<file path="src/rtl/snoopy_vi_pkg.sv">
package snoopy_vi_pkg;
  typedef enum logic [1:0] {
    CS_IDLE = 2'd0,
    CS_BUS  = 2'd1,
    CS_RSP  = 2'd2
  } ctrl_state_e;
endpackage

</file>
<file path="src/rtl/vi_line_store.sv">
module vi_line_store #(
  parameter int INDEX_W = 3,
  parameter int TAG_W   = 5,
  parameter int DATA_W  = 16,
  localparam int LINES  = 1 << INDEX_W
) (
  input  logic               clk,
  input  logic               rst_n,
  input  logic [INDEX_W-1:0] rd_idx,
  output logic               rd_vld,
  output logic [TAG_W-1:0]   rd_tag,
  output logic [DATA_W-1:0]  rd_data,
  input  logic [INDEX_W-1:0] snp_idx,
  output logic               snp_vld,
  output logic [TAG_W-1:0]   snp_tag,
  input  logic               wr_en,
  input  logic [INDEX_W-1:0] wr_idx,
  input  logic [TAG_W-1:0]   wr_tag,
  input  logic [DATA_W-1:0]  wr_data,
  input  logic               inv_en,
  input  logic [INDEX_W-1:0] inv_idx
);
  logic [LINES-1:0]  vld_q;
  logic [TAG_W-1:0]  tag_q [LINES];
  logic [DATA_W-1:0] dat_q [LINES];

  for (genvar i = 0; i < LINES; i++) begin : g_line
    always_ff @(posedge clk or negedge rst_n) begin
      if (!rst_n) begin
        vld_q[i] <= 1'b0;
        tag_q[i] <= '0;
        dat_q[i] <= '0;
      end else if (wr_en && (wr_idx == INDEX_W'(i))) begin
        vld_q[i] <= 1'b1;
        tag_q[i] <= wr_tag;
        dat_q[i] <= wr_data;
      end else if (inv_en && (inv_idx == INDEX_W'(i))) begin
        vld_q[i] <= 1'b0;
      end
    end
  end

  assign rd_vld  = vld_q[rd_idx];
  assign rd_tag  = tag_q[rd_idx];
  assign rd_data = dat_q[rd_idx];
  assign snp_vld = vld_q[snp_idx];
  assign snp_tag = tag_q[snp_idx];

  // a snoop kill leaves the line Invalid on the next cycle
  a_r6_kill_clears: assert property (@(posedge clk) disable iff (!rst_n)
    (inv_en && !(wr_en && wr_idx == inv_idx)) |=> !vld_q[$past(inv_idx)]);
endmodule

</file>
<file path="src/rtl/vi_snoop_unit.sv">
module vi_snoop_unit #(
  parameter int ADDR_W  = 8,
  parameter int INDEX_W = 3,
  localparam int TAG_W  = ADDR_W - INDEX_W
) (
  input  logic               bus_vld,
  input  logic               bus_wr,
  input  logic               bus_gnt,
  input  logic [ADDR_W-1:0]  bus_addr,
  output logic [INDEX_W-1:0] snp_idx,
  input  logic               line_vld,
  input  logic [TAG_W-1:0]   line_tag,
  output logic               inv_en,
  output logic [INDEX_W-1:0] inv_idx
);
  logic             foreign_wr;
  logic [TAG_W-1:0] bus_tag;

  assign snp_idx    = bus_addr[INDEX_W-1:0];
  assign bus_tag    = bus_addr[ADDR_W-1:INDEX_W];
  assign foreign_wr = bus_vld && bus_wr && !bus_gnt;
  assign inv_en     = foreign_wr && line_vld && (line_tag == bus_tag);
  assign inv_idx    = snp_idx;
endmodule

</file>
<file path="src/rtl/vi_cache_ctrl.sv">
module vi_cache_ctrl
  import snoopy_vi_pkg::*;
#(
  parameter int ADDR_W  = 8,
  parameter int DATA_W  = 16,
  parameter int INDEX_W = 3,
  localparam int TAG_W  = ADDR_W - INDEX_W
) (
  input  logic               clk,
  input  logic               rst_n,
  input  logic               cpu_req_valid,
  output logic               cpu_req_ready,
  input  logic               cpu_req_we,
  input  logic [ADDR_W-1:0]  cpu_req_addr,
  input  logic [DATA_W-1:0]  cpu_req_wdata,
  output logic               cpu_rsp_valid,
  input  logic               cpu_rsp_ready,
  output logic [DATA_W-1:0]  cpu_rsp_data,
  output logic               bus_req,
  output logic               bus_req_wr,
  output logic [ADDR_W-1:0]  bus_req_addr,
  output logic [DATA_W-1:0]  bus_req_wdata,
  input  logic               bus_gnt,
  input  logic [DATA_W-1:0]  bus_rdata,
  output logic [INDEX_W-1:0] lookup_idx,
  input  logic               lookup_vld,
  input  logic [TAG_W-1:0]   lookup_tag,
  input  logic [DATA_W-1:0]  lookup_data,
  input  logic               kill_en,
  input  logic [INDEX_W-1:0] kill_idx,
  output logic               wr_en,
  output logic [INDEX_W-1:0] wr_idx,
  output logic [TAG_W-1:0]   wr_tag,
  output logic [DATA_W-1:0]  wr_data
);
  ctrl_state_e       state_q;
  logic              we_q;
  logic [ADDR_W-1:0] addr_q;
  logic [DATA_W-1:0] wdata_q;
  logic [DATA_W-1:0] rsp_q;

  logic [ADDR_W-1:0] cur_addr;
  logic [TAG_W-1:0]  cur_tag;
  logic              hit;
  logic              accept;

  assign cur_addr   = (state_q == CS_IDLE) ? cpu_req_addr : addr_q;
  assign lookup_idx = cur_addr[INDEX_W-1:0];
  assign cur_tag    = cur_addr[ADDR_W-1:INDEX_W];
  // a kill landing this cycle wins over the lookup
  assign hit = lookup_vld && (lookup_tag == cur_tag) &&
               !(kill_en && (kill_idx == lookup_idx));

  assign cpu_req_ready = (state_q == CS_IDLE);
  assign accept        = cpu_req_valid && cpu_req_ready;
  assign cpu_rsp_valid = (state_q == CS_RSP);
  assign cpu_rsp_data  = rsp_q;

  assign bus_req       = (state_q == CS_BUS);
  assign bus_req_wr    = we_q;
  assign bus_req_addr  = addr_q;
  assign bus_req_wdata = wdata_q;

  // fill on read grant, refresh on write grant only when the line still hits
  assign wr_en   = (state_q == CS_BUS) && bus_gnt && (!we_q || hit);
  assign wr_idx  = addr_q[INDEX_W-1:0];
  assign wr_tag  = addr_q[ADDR_W-1:INDEX_W];
  assign wr_data = we_q ? wdata_q : bus_rdata;

  always_ff @(posedge clk or negedge rst_n) begin
    if (!rst_n) begin
      state_q <= CS_IDLE;
      we_q    <= 1'b0;
      addr_q  <= '0;
      wdata_q <= '0;
      rsp_q   <= '0;
    end else begin
      case (state_q)
        CS_IDLE: begin
          if (accept) begin
            we_q    <= cpu_req_we;
            addr_q  <= cpu_req_addr;
            wdata_q <= cpu_req_wdata;
            if (!cpu_req_we && hit) begin
              rsp_q   <= lookup_data;
              state_q <= CS_RSP;
            end else begin
              state_q <= CS_BUS;
            end
          end
        end
        CS_BUS: begin
          if (bus_gnt) begin
            rsp_q   <= we_q ? wdata_q : bus_rdata;
            state_q <= CS_RSP;
          end
        end
        CS_RSP: begin
          if (cpu_rsp_ready) state_q <= CS_IDLE;
        end
        default: state_q <= CS_IDLE;
      endcase
    end
  end

  // one outstanding request
  a_r9_stall_after_accept: assert property (@(posedge clk) disable iff (!rst_n)
    accept |=> !cpu_req_ready);
  // response held under back-pressure
  a_r10_rsp_hold: assert property (@(posedge clk) disable iff (!rst_n)
    (cpu_rsp_valid && !cpu_rsp_ready) |=> (cpu_rsp_valid && $stable(cpu_rsp_data)));
  // bus request steady until granted
  a_r11_req_stable: assert property (@(posedge clk) disable iff (!rst_n)
    (bus_req && !bus_gnt) |=> (bus_req && $stable(bus_req_addr) &&
                               $stable(bus_req_wr) && $stable(bus_req_wdata)));
  // grant only meaningful while requesting
  a_r11_gnt_with_req: assert property (@(posedge clk) disable iff (!rst_n)
    bus_gnt |-> bus_req);
  // a load hit never reaches the bus
  a_r3_hit_no_bus: assert property (@(posedge clk) disable iff (!rst_n)
    (accept && !cpu_req_we && hit) |=> (!bus_req && cpu_rsp_valid));
endmodule

</file>
<file path="src/rtl/snoopy_vi_cache.sv">
module snoopy_vi_cache #(
  parameter int ADDR_W  = 8,
  parameter int DATA_W  = 16,
  parameter int INDEX_W = 3
) (
  input  logic              clk,
  input  logic              rst_n,
  input  logic              cpu_req_valid,
  output logic              cpu_req_ready,
  input  logic              cpu_req_we,
  input  logic [ADDR_W-1:0] cpu_req_addr,
  input  logic [DATA_W-1:0] cpu_req_wdata,
  output logic              cpu_rsp_valid,
  input  logic              cpu_rsp_ready,
  output logic [DATA_W-1:0] cpu_rsp_data,
  output logic              bus_req,
  output logic              bus_req_wr,
  output logic [ADDR_W-1:0] bus_req_addr,
  output logic [DATA_W-1:0] bus_req_wdata,
  input  logic              bus_gnt,
  input  logic [DATA_W-1:0] bus_rdata,
  input  logic              bus_vld,
  input  logic              bus_wr,
  input  logic [ADDR_W-1:0] bus_addr
);
  localparam int TAG_W = ADDR_W - INDEX_W;

  logic [INDEX_W-1:0] lookup_idx;
  logic               lookup_vld;
  logic [TAG_W-1:0]   lookup_tag;
  logic [DATA_W-1:0]  lookup_data;
  logic [INDEX_W-1:0] snp_idx;
  logic               snp_vld;
  logic [TAG_W-1:0]   snp_tag;
  logic               kill_en;
  logic [INDEX_W-1:0] kill_idx;
  logic               wr_en;
  logic [INDEX_W-1:0] wr_idx;
  logic [TAG_W-1:0]   wr_tag;
  logic [DATA_W-1:0]  wr_data;

  vi_line_store #(.INDEX_W(INDEX_W), .TAG_W(TAG_W), .DATA_W(DATA_W)) u_lines (
    .clk     (clk),
    .rst_n   (rst_n),
    .rd_idx  (lookup_idx),
    .rd_vld  (lookup_vld),
    .rd_tag  (lookup_tag),
    .rd_data (lookup_data),
    .snp_idx (snp_idx),
    .snp_vld (snp_vld),
    .snp_tag (snp_tag),
    .wr_en   (wr_en),
    .wr_idx  (wr_idx),
    .wr_tag  (wr_tag),
    .wr_data (wr_data),
    .inv_en  (kill_en),
    .inv_idx (kill_idx)
  );

  vi_snoop_unit #(.ADDR_W(ADDR_W), .INDEX_W(INDEX_W)) u_snoop (
    .bus_vld  (bus_vld),
    .bus_wr   (bus_wr),
    .bus_gnt  (bus_gnt),
    .bus_addr (bus_addr),
    .snp_idx  (snp_idx),
    .line_vld (snp_vld),
    .line_tag (snp_tag),
    .inv_en   (kill_en),
    .inv_idx  (kill_idx)
  );

  vi_cache_ctrl #(.ADDR_W(ADDR_W), .DATA_W(DATA_W), .INDEX_W(INDEX_W)) u_ctrl (
    .clk           (clk),
    .rst_n         (rst_n),
    .cpu_req_valid (cpu_req_valid),
    .cpu_req_ready (cpu_req_ready),
    .cpu_req_we    (cpu_req_we),
    .cpu_req_addr  (cpu_req_addr),
    .cpu_req_wdata (cpu_req_wdata),
    .cpu_rsp_valid (cpu_rsp_valid),
    .cpu_rsp_ready (cpu_rsp_ready),
    .cpu_rsp_data  (cpu_rsp_data),
    .bus_req       (bus_req),
    .bus_req_wr    (bus_req_wr),
    .bus_req_addr  (bus_req_addr),
    .bus_req_wdata (bus_req_wdata),
    .bus_gnt       (bus_gnt),
    .bus_rdata     (bus_rdata),
    .lookup_idx    (lookup_idx),
    .lookup_vld    (lookup_vld),
    .lookup_tag    (lookup_tag),
    .lookup_data   (lookup_data),
    .kill_en       (kill_en),
    .kill_idx      (kill_idx),
    .wr_en         (wr_en),
    .wr_idx        (wr_idx),
    .wr_tag        (wr_tag),
    .wr_data       (wr_data)
  );

  // own granted write is not snooped, so a hit line survives it
  a_r7_no_self_kill: assert property (@(posedge clk) disable iff (!rst_n)
    (bus_gnt && bus_vld && bus_wr && wr_en) |=> lookup_vld || (lookup_idx != $past(wr_idx)));
endmodule

</file>
<file path="config.mk">
export PLATFORM = sky130hd
export DESIGN_NAME = snoopy_vi_cache
export DESIGN_NICKNAME = d
export VERILOG_FILES = /design/src/rtl/snoopy_vi_pkg.sv /design/src/rtl/vi_line_store.sv /design/src/rtl/vi_snoop_unit.sv /design/src/rtl/vi_cache_ctrl.sv /design/src/rtl/snoopy_vi_cache.sv
export SDC_FILE = /design/constraint.sdc
export NUM_CORES = 1
export LEC_CHECK = 0
export BUFFER_PORTS_ARGS = -buffer_cell sky130_fd_sc_hd__buf_2
export CELL_PAD_IN_SITES_DETAIL_PLACEMENT = 1
export CELL_PAD_IN_SITES_GLOBAL_PLACEMENT = 2
export CORE_MARGIN = 2
export CORE_UTILIZATION = 25
export CTS_CLUSTER_SIZE = 28
export DETAILED_ROUTE_END_ITERATION = 10
export PLACE_DENSITY_LB_ADDON = 0.2
export SLEW_MARGIN = 20
export SYNTH_ARGS = -nofsm -noshare
export SYNTH_HDL_FRONTEND = slang
export SYNTH_SLANG_ARGS = --single-unit
</file>
<file path="constraint.sdc">
create_clock -name clk -period 2.9 [get_ports clk]
set_clock_uncertainty 0.05 [all_clocks]
set_input_delay 0.435 -clock clk [delete_from_list [all_inputs] [get_ports clk]]
set_output_delay 0.435 -clock clk [all_outputs]
set_load 0.01 [all_outputs]
</file>
==> results.cfg <==
[logic_synthesis]
synth.distinct_cells = 60
synth_seq_area_share = 0.507
yosys_register_bits = 219
syn-num-nets = 1064
synthTopCellsByArea = dfrtp_1 51%, o22a_1 10%, nand2_1 6.4%
syn_avg_cell_area_um2 = 10.7
synth_edf_count = 0
synth_top_flop_cell = dfrtp_1
syn_inst = 1008
async_flop_share = 1.00
syn_area_um2 = 10800
yosys_warnings = 0
yosysTopAreaCellShare = 0.507
yosysTopAreaCell = dfrtp_1

[floorplanning]
placementRows = 76
dieWidth_um = 212
boundaryPins = 100
core-area_um2 = 42900
die_area_um2 = 44900
die_height_um = 212
initial_core_util = 0.252

[critical_path]
end_kind = flip-flop
r2r_cells = 18
cp.required_ns = 3.31
reg2reg_slack_ns = -0.40
arrival_ns = 3.71
criticalPathCategory = reg2reg
worstPathMaxFanout = 7
cp-start-kind = flip-flop

[pwr]
clkPwrFrac = 0.173
pwr-share-comb = 0.547
p_int_mw = 11.6
seqPwrFrac = 0.281
p_switching_mw = 7.95
p_per_area_nw_per_um2 = 1250
p_total_mw = 19.6
ir_drop_uv = 504
switching_share = 0.406
leakage_nw = 6.76

[final_layout]
nets = 1314
drive_above_1_share = 0.394
n_antenna_cell = 0
stdcell_count = 1864
syn_to_final_growth_pct = 44.8

[worst_hold_path]
holdPathStages = 2
worstHoldPathType = in2reg

[place]
port_buffers = 99
dp_hpwl_mm = 28.1
place_inst = 1773
routabilityCongestion = 0.843

[clock_network]
clock_path_buffers = 3
clock_latency_ns = 0.58
clkSinkCount = 219
h-tree-depth = 1
root_buffer = clkbuf_16
clk_pin_slew_ns = 0.06
cts_tree = done
cts_made_buffers = 28

[global_routing]
grt_start_max_net_pins = 72
grt_pass1_vias = 10042
grtUsageTotal = 0.197
grt_first_pass_wirelength_mm = 66.1
grt-ovfl-total = 0
antenna_found_initial = 0

[timing]
rsz0062_at_grt = true
slew_viol_final = 0
timing.final.ws_setup_ns = -0.396
relSlewSlack = 0.548
tightest_slew_ns = 0.673
finalCritPeriodShare = 1.14
setup_viol = 189
max_freq_ghz = 0.303
fin_crit_ns = 3.30
finalHoldViolCount = 0

[detailed_routing]
wl_per_cell_um = 23.7
vias = 9412
dr.pass1.iters = 5
drtAntennaViolNets = 0
finalWirelength_mm = 44.1
drtIter0Drc = 502
viasPerCell = 5.05
drc = 0

[run]
maxCapViolations = 0

[run_status]
violations = setup timing
status = finished with violations
## sequential cells by signal, indices dropped and copies added, names as in the netlist
signal,flops
u_lines.tag_q,40
u_ctrl.cpu_rsp_data,16
u_ctrl.state_q,2
u_ctrl.bus_req_wdata,16
u_ctrl.bus_req_addr,8
u_lines.vld_q,8
u_ctrl.bus_req_wr,1
u_lines.dat_q,128
## path summary, 6_finish.rpt
kind	to	start
max reg2reg	u_lines.dat_q[7]	u_ctrl.state_q[0]
min reg2reg	u_ctrl.cpu_rsp_data[6]	u_ctrl.cpu_rsp_data[6]
min in group asynchronous	u_lines.tag_q[16]	rst_n
min	u_ctrl.bus_req_wdata[11]	cpu_req_wdata[11]
max	u_lines.dat_q[7]	u_ctrl.state_q[0]
max in group asynchronous	u_lines.dat_q[10]	rst_n
## placed cells by master, fill, tap and decap left out, types with 4 or more instances in the layout
cell type and n:
dfrtp_1 216, nand2_1 178, o22a_1 129, buf_4 108, buf_2 98, mux2i_1 39, mux2_4 39, nand3_1 37
buf_6 37, buf_12 36, mux2_2 34, a21oi_1 32, a311oi_1 32, clkbuf_16 31, and3_1 20, nor2_1 11
nor2_4 10, mux2_1 9, clkbuf_1 9, a22oi_2 8, o21ai_0 8, inv_1 7, a22oi_1 7, buf_8 7
nor2b_1 6, and2_1 6, a21oi_2 6, a31oi_4 6, clkbuf_8 6, o21ai_2 5, clkinv_2 5, buf_16 5
or2_4 4, nor4b_4 4, a21oi_4 4, a21o_1 4
## layout make-up
class | count | area, um2
sequential | 219 | 5480
fill | 4697 | 27200
inverter | 9 | 36.3
clock inverter | 8 | 70.1
tap | 585 | 732
clock buffer | 43 | 817
timing repair buffer | 295 | 2770
multi-input combinational | 705 | 5750
## power groups by stage
stage / Clock (mW) / Combinational [mW] / Sequential, mW
after floorplan: 0 / 5.43 / 5.38
after global placement: 0 / 9.27 / 5.45
after detailed placement: 0 / 9.36 / 5.49
after CTS: 3.48 / 10.6 / 5.47
after global routing: 3.58 / 11.5 / 5.68
final: 3.38 / 10.7 / 5.49
## worst max-delay path, cell delays in order, from the launching register on
cell and delay, ns:
dfrtp_2 0.46, buf_12 0.15, nor3b_4 0.20, buf_6 0.15, or2_4 0.20, buf_6 0.13, a21oi_1 0.07, a22oi_2 0.23
and3_4 0.23, nor3_4 0.04, buf_12 0.14, buf_6 0.11, a31oi_4 0.19, buf_12 0.16, nor2_4 0.06, buf_12 0.15
buf_12 0.12, buf_12 0.12, o22a_1 0.19
## cells in the mapped netlist (all sizes together) (3+ instances only)
master	number
or2	3
clkbuf	40
and3	22
nand3	38
nor2	23
a211oi	5
nor3b	4
nand2	185
buf	36
mux2i	40
o211ai	3
nor2b	6
xnor2	4
o21a	3
and2	6
a2111oi	3
dfrtp	219
nor4	4
a31oi	6
mux2	82
o21ai	14
a22oi	15
nor3	3
a21oi	42
a311oi	32
nor4b	5
a21o	4
o22a	129
or3	3
inv	8
## stage by stage
stage / cell area, um2 / util / hold slack [ns] / worst slack, ns / TNS, ns
5_1_grt: 15700 / 0.365 / 0.0265 / -0.549 / -86.66
4_1_cts: 15500 / 0.361 / 0.00613 / -0.382 / -54.05
3_3_place_gp: 13600 / 0.316 / 0.299 / -0.682 / -107.32
6_report: 15700 / 0.365 / 0.0352 / -0.396 / -60.06
2_1_floorplan: 11200 / - / 0.0894 / -0.127 / -4.97
3_5_place_dp: 13600 / 0.316 / 0.300 / -0.722 / -112.86
## metal layers
layer,wire length [um],vias to the layer above,GRT usage
li1,-,4252,-
met1,20200,4954,0.266
met3,1250,61,0.0213
met5,0,-,0
met4,1200,0,0.0542
met2,21400,145,0.333
## repair_timing
action	in CTS	in global routing
hold buffers	1	0
setup endpoints to repair	193	193
setup buffers	33	7
hold endpoints to repair	32	0
pin swaps	44	34
resized for setup	134	36
gates cloned	7	3
## kinds of logic (layout without fill, tap and decap cells)
family / Yosys count / count (layout) / synth area share
buffers and inverters: 85 / 355 / 0.0363
DFF: 219 / 219 / 0.507
xor gates and xnor gates: 4 / 4 / 0.00324
AOI/OAI and AO/OA: 272 / 272 / 0.199
and+or+nand+nor: 306 / 307 / 0.132
muxes: 122 / 122 / 0.122
No activity file was read; power rests on OpenSTA's default activity.
